[config.mk]
export PLATFORM = sky130hd
export DESIGN_NAME = dram_init_seq
export DESIGN_NICKNAME = d
export VERILOG_FILES = /design/src/rtl/dram_init_seq.sv
export SDC_FILE = /design/constraint.sdc
export NUM_CORES = 1
export LEC_CHECK = 0
export ABC_AREA = 1
export CORE_UTILIZATION = 40
export CTS_CLUSTER_DIAMETER = 80
export DETAILED_ROUTE_END_ITERATION = 10
export DONT_BUFFER_PORTS = 1
export GPL_TIMING_DRIVEN = 0
export PLACE_DENSITY = 0.64
export SYNTH_ARGS = -nofsm -noshare
export SYNTH_HDL_FRONTEND = slang
export SYNTH_SLANG_ARGS = --single-unit
[constraint.sdc]
create_clock -name clk -period 1.87 [get_ports clk]
set_clock_uncertainty 0.1 [all_clocks]
set_input_delay 0.0935 -clock clk [delete_from_list [all_inputs] [get_ports clk]]
set_output_delay 0.0935 -clock clk [all_outputs]
set_load 0.1 [all_outputs]
[src/rtl/dram_init_seq.sv]
module dram_init_seq #(
  parameter int CLK_PS  = 20000,
  parameter int IDLE_NS = 200000,
  parameter int N_DUMMY = 2,
  parameter int T_MRSC  = 4,
  parameter int T_RC    = 6,
  parameter int NOP_PAD = 1024,
  parameter int ADDR_W  = 14,
  parameter int BANKS   = 8,
  localparam int BA_W   = $clog2(BANKS)
) (
  input  logic              clk,
  input  logic              rst,
  input  logic              pwr_good,
  input  logic              clk_stable,
  input  logic [ADDR_W-1:0] mode_word,
  output logic [2:0]        cmd,
  output logic [BA_W-1:0]   bank,
  output logic [ADDR_W-1:0] addr,
  output logic              cs_n,
  output logic              init_done
);
  localparam int IDLE_CYC = (IDLE_NS * 1000 + CLK_PS - 1) / CLK_PS;
  localparam int PAD_LEN  = (NOP_PAD > T_RC) ? NOP_PAD : T_RC;
  localparam int M1   = (IDLE_CYC > PAD_LEN) ? IDLE_CYC : PAD_LEN;
  localparam int M2   = (M1 > BANKS) ? M1 : BANKS;
  localparam int MAXC = (M2 > N_DUMMY + T_MRSC) ? M2 : N_DUMMY + T_MRSC;
  localparam int CW   = $clog2(MAXC + 1);

  localparam logic [2:0] C_NOP  = 3'b001;
  localparam logic [2:0] C_MRS  = 3'b010;
  localparam logic [2:0] C_AREF = 3'b100;

  typedef enum logic [2:0] {S_WAIT, S_IDLE, S_MRS, S_SETTLE, S_REF, S_PAD, S_DONE} st_t;

  st_t         state;
  logic [CW-1:0] cnt;

  always_ff @(posedge clk) begin
    if (rst) begin
      state <= S_WAIT;
      cnt   <= '0;
      cs_n  <= 1'b1;
    end else begin
      cs_n <= 1'b0;
      case (state)
        S_WAIT: if (pwr_good && clk_stable) begin
          state <= S_IDLE;
          cnt   <= '0;
        end
        S_IDLE: if (cnt == CW'(IDLE_CYC - 1)) begin
          state <= S_MRS;
          cnt   <= '0;
        end else cnt <= cnt + 1'b1;
        S_MRS: if (cnt == CW'(N_DUMMY)) begin
          state <= S_SETTLE;
          cnt   <= '0;
        end else cnt <= cnt + 1'b1;
        S_SETTLE: if (cnt == CW'(T_MRSC - 2)) begin
          state <= S_REF;
          cnt   <= '0;
        end else cnt <= cnt + 1'b1;
        S_REF: if (cnt == CW'(BANKS - 1)) begin
          state <= S_PAD;
          cnt   <= '0;
        end else cnt <= cnt + 1'b1;
        S_PAD: if (cnt == CW'(PAD_LEN - 1)) begin
          state <= S_DONE;
          cnt   <= '0;
        end else cnt <= cnt + 1'b1;
        default: state <= S_DONE;
      endcase
    end
  end

  assign cmd       = (state == S_MRS) ? C_MRS : (state == S_REF) ? C_AREF : C_NOP;
  assign bank      = (state == S_REF) ? cnt[BA_W-1:0] : '0;
  assign addr      = (state == S_MRS && cnt == CW'(N_DUMMY)) ? mode_word : '0;
  assign init_done = (state == S_DONE);
endmodule


=== Yosys cells after proc, flatten, opt, wreduce, memory -nomap -nowiden ===
Index checks and enable logic that the tools add are counted.

* Add/subtract/negate cells: 1
* Eq/ne operators: 16
* Mux-type cells: 18
* Reduce and logical (&&, ||, !) cells: 7

{| class="wikitable"
|+ Operators by type and width
! cell !! count
|-
| 14-bit 2-to-1 mux || 6
|-
| 14-bit case mux with 5 select lines || 1
|-
| 3-bit 2-to-1 mux || 9
|-
| 3-bit case mux with 6 select lines || 1
|-
| 14-bit by 1-bit adder with 14-bit output (second input constant) || 1
|-
| 14-bit by 10-bit == test with 1-bit output (second input constant) || 1
|-
| 14-bit == test (second input constant) || 1
|-
| 14-bit by 2-bit == test with 1-bit output (second input constant) || 1
|-
| 14-bit by 3-bit == test with 1-bit output (second input constant) || 1
|-
| 2-bit != test (second input constant) || 6
|-
| 3-bit == test (second input constant) || 3
|-
| 3-bit by 2-bit == test with 1-bit output (second input constant) || 2
|-
| 6-bit AND reduction || 1
|-
| 5-bit nonzero test || 1
|-
| 3-bit by 1-bit == test with 1-bit output (second input constant) || 1
|-
| 3-bit zero test || 1
|-
| 1-bit logical AND || 2
|-
| 2-bit AND reduction || 1
|-
| 2-bit OR reduction || 1
|-
| 1-bit 2-to-1 mux || 1
|}

* Bits in registers: 18
* Output and inout port bits: 22

=== Logic depth before layout (Yosys ltp) ===
* Depth after elaboration: 4
* Depth in mapped cells: 12
* Mapped depth without buffers: 11

=== Worst setup path after synthesis ===
Ideal clock, no wire load.

* Path type: register to output
* Start: reg state[1]
* End: out addr[10]
* Arrival: 3.264 ns
* Data required time: 1.676 ns
* Setup slack: -1.588 ns
* Stages on the path, launching flop included: 8
* Path buffers: 1
* Cell sequence: dfxtp_1 > inv_1 > nor2_2 > inv_1 > nor2_2 > nand3_1 > buf_2 > nor2_1

* Cells in the longest elaborated chain, start to end: 3

{| class="wikitable"
|+ Ends and longest elaborated chain
! what !! RTL line !! RTL
|-
| start: declaration || 36 || <nowiki>st_t state;</nowiki>
|-
| start signal: assignment || 41 || <nowiki>state <= S_WAIT;</nowiki>
|-
| start signal: assignment || 48 || <nowiki>state <= S_IDLE;</nowiki>
|-
| start signal: assignment || 52 || <nowiki>state <= S_MRS;</nowiki>
|-
| 3-bit by 2-bit == test with 1-bit output || 78 || <nowiki>assign addr = (state == S_MRS && cnt == CW'(N_DUMMY)) ? mode_word : '0;</nowiki>
|-
| 1-bit logical AND || 78 ||
|-
| 14-bit 2-to-1 mux || 78 ||
|-
| end: declaration || 19 || <nowiki>output logic [ADDR_W-1:0] addr,</nowiki>
|}

No other way between the ends.

=== Worst setup path after layout ===
* Start: reg state[1]
* End: out addr[8]

Same word-level chain as after synthesis.

==> reports/qor.yml <==
clockPowerShare_pct: 13.1
htreeDepth: 1
syn_to_final_growth_pct: 30.8
max_freq_mhz: 401
drive_gt1_share_pct: 31.2
async_flop_share_pct: 0
place_ws_ns: -0.591
synth-seq-cells: 18
post-place-cells: 280
pwr-share-comb_pct: 61.4
cts_inserted_buffers: 3
p_leak_uw: 0.000796
drt_pass1_iterations: 4
final_cells: 293
place_congestion: 0.842
worstPathMaxFanout: 10
ys_top_cells_by_area: "dfxtp_1 (26%), nand2_1 (13%), nor2_1 (12%)"
antenna_found_initial: 0
cts_root_buffer: "clkbuf_4"
grt_usage_pct: 18.7
port_buffers: 0
synth_commonest_cells: "nand2_1 (49), nor2_1 (46), inv_1 (44)"
numClockSinks: 18
io-pin-count: 40
synthCells: 234
hpwl_mm: 2.46
die_area_mm2: 0.00371
tightest_slew_ns: 1.05
crit_path_end_kind: "primary output"
vias: 1456
synth_fp_nets: 254
viasPerCell: 4.97
drv_slew: 0
peakVddDrop_v: 0.000351
syn_avg_cell_area_um2: 5.93
routed_wl_mm: 3.39
synth_edf_count: 0
syn-cell-area_mm2: 0.00139
synth_warnings: 0
post_drt_wl_per_cell_um: 11.6
drcViolationCount: 0
clk_latency_ns: 0.31
rsz0062_at_grt: "true"
design_area_mm2: 0.00182
first_global_vias: 1145
placed_cell_area_mm2: 0.00163
cts_max_path_buffers: 2
yosys.area.top_type: "dfxtp_1"
fin_crit_sh_pct: 133
finalHoldViolCount: 0
p_sw_uw: 1070
finalWorstPathRequiredPeriod_ns: 2.49
seq_power_share_pct: 25.5
p_int_uw: 919
switching_share_pct: 53.7
die_x_um: 60.9
status: "finished with violations"
maxSlewHeadroom_pct: 29.6
worstSetupPathType: "register to primary output"
p_total_uw: 1980
grt-ovfl-total: 0
setup_viol: 31
yosysTopAreaCellShare_pct: 26.0
clk_pin_slew_ns: 0.12
detail-route-antenna-nets: 0
rows: 21
antennaDiodeCount: 0
grt_max_degree: 11
cts_tree: "yes"
worst_setup_path_start_kind: "register"
synth_ff_type: "dfxtp_1"
yosysUniqueCellTypes: 28
cap_viol_max_count: 0
core-area_mm2: 0.00334
hold_class: "primary input to register"
fp.dieH_um: 60.9
initial_utilization_pct: 41.6
setup_ws_ns: -0.623
grt_pass1_wl_mm: 5.11
yosysSeqAreaShare_pct: 26.0
fin_nets: 268
cp.required_ns: 1.68
drt-initial-drc-count: 40
arrival_ns: 2.30
whs_ns: 0.0966
violations: "negative setup slack"
power_density_mw_per_mm2: 1090
yosysMostFrequentCell: "nand2_1"
cells in the final DEF, fill, tap and decap left out, drive strengths merged:
cell type | netlist | routed
or2 | 1 | 1
nand3 | 18 | 18
nor2 | 59 | 59
o211ai | 5 | 5
xnor2 | 1 | 1
clkinv | 1 | 1
clkbuf | 0 | 4
ha | 2 | 2
a21oi | 4 | 4
o21ai | 4 | 4
inv | 48 | 48
a31oi | 1 | 1
nand2 | 53 | 53
a211oi | 1 | 1
buf | 3 | 11
dlygate4sd3 | 0 | 1
dfxtp | 18 | 18
a21boi | 1 | 1
nor3 | 1 | 1
o21a | 1 | 1
nand4 | 6 | 6
xor2 | 6 | 6
registers in the layout (all words and copies together), names as in the netlist:
register / count
cnt: 14
cs_n: 1
state: 3
metrics by stage:
stage               setup TNS [ns]  utilization, %
floorplan                    -6.04               -
CTS                         -11.54            53.3
global placement            -10.71            48.7
global route                -14.03            54.4
detailed placement          -10.69            48.7
finish                      -11.59            54.4
power by group through the flow:
stage / combinational, uW / clock, uW / sequential, uW
2_1_floorplan: 855 / 0 / 487
3_3_place_gp: 988 / 0 / 500
3_5_place_dp: 992 / 0 / 500
4_1_cts: 1170 / 264 / 506
5_1_grt: 1320 / 285 / 514
6_report: 1220 / 259 / 506
repair_timing:
item	CTS	global route
buffers inserted	7	1
setup endpoints to repair	34	33
pin swaps	14	6
endpoints found under the hold margin	3	0
resized for setup	15	9
hold buffers	1	0
worst max-delay path, stage by stage, from the launching register on:
cell     delay, ns
dfxtp_2       0.37
inv_4         0.04
nor2_4        0.09
inv_2         0.05
nor2_4        0.57
nand3_4       0.17
buf_12        0.20
nor2_4        0.50
final cells by class:
cell class	instances	area, um^2
repair buffers	9	81.3
flip-flops and latches	18	370
clock buffers	4	36.3
inverters	49	189
plain buffers	3	36.3
well taps	46	57.6
fillers	341	1520
multi-input cells	164	1040
worst paths after layout:
check,start,end,slack (ns),cells after the start
hold reg to reg,state[0],state[0],0.49,2
hold / removal,rst,cnt[8],0.1,3
setup reg to reg,state[1],cnt[2],-0.15,11
setup / recovery,state[1],addr[8],-0.62,7
cell families after synthesis:
group / synth area share, %
buffers and inverters: 14.8
and+or+nand+nor: 45.4
adders and majority gates: 1.80
AOI/OAI and AO/OA: 7.67
DFF: 26.0
xor gates and xnor gates: 4.42
layer usage:
layer | GRT usage (%) | up-vias | wire length (um) | part of all wire (%)
met5 | 0 | - | 0 | 0
met4 | 8.44 | 0 | 77 | 2.3
met3 | 3.41 | 9 | 185 | 5.5
met2 | 31.1 | 56 | 1610 | 48
met1 | 23.7 | 647 | 1520 | 45
li1 | - | 744 | - | -
(Power assumes the default switching activity.)
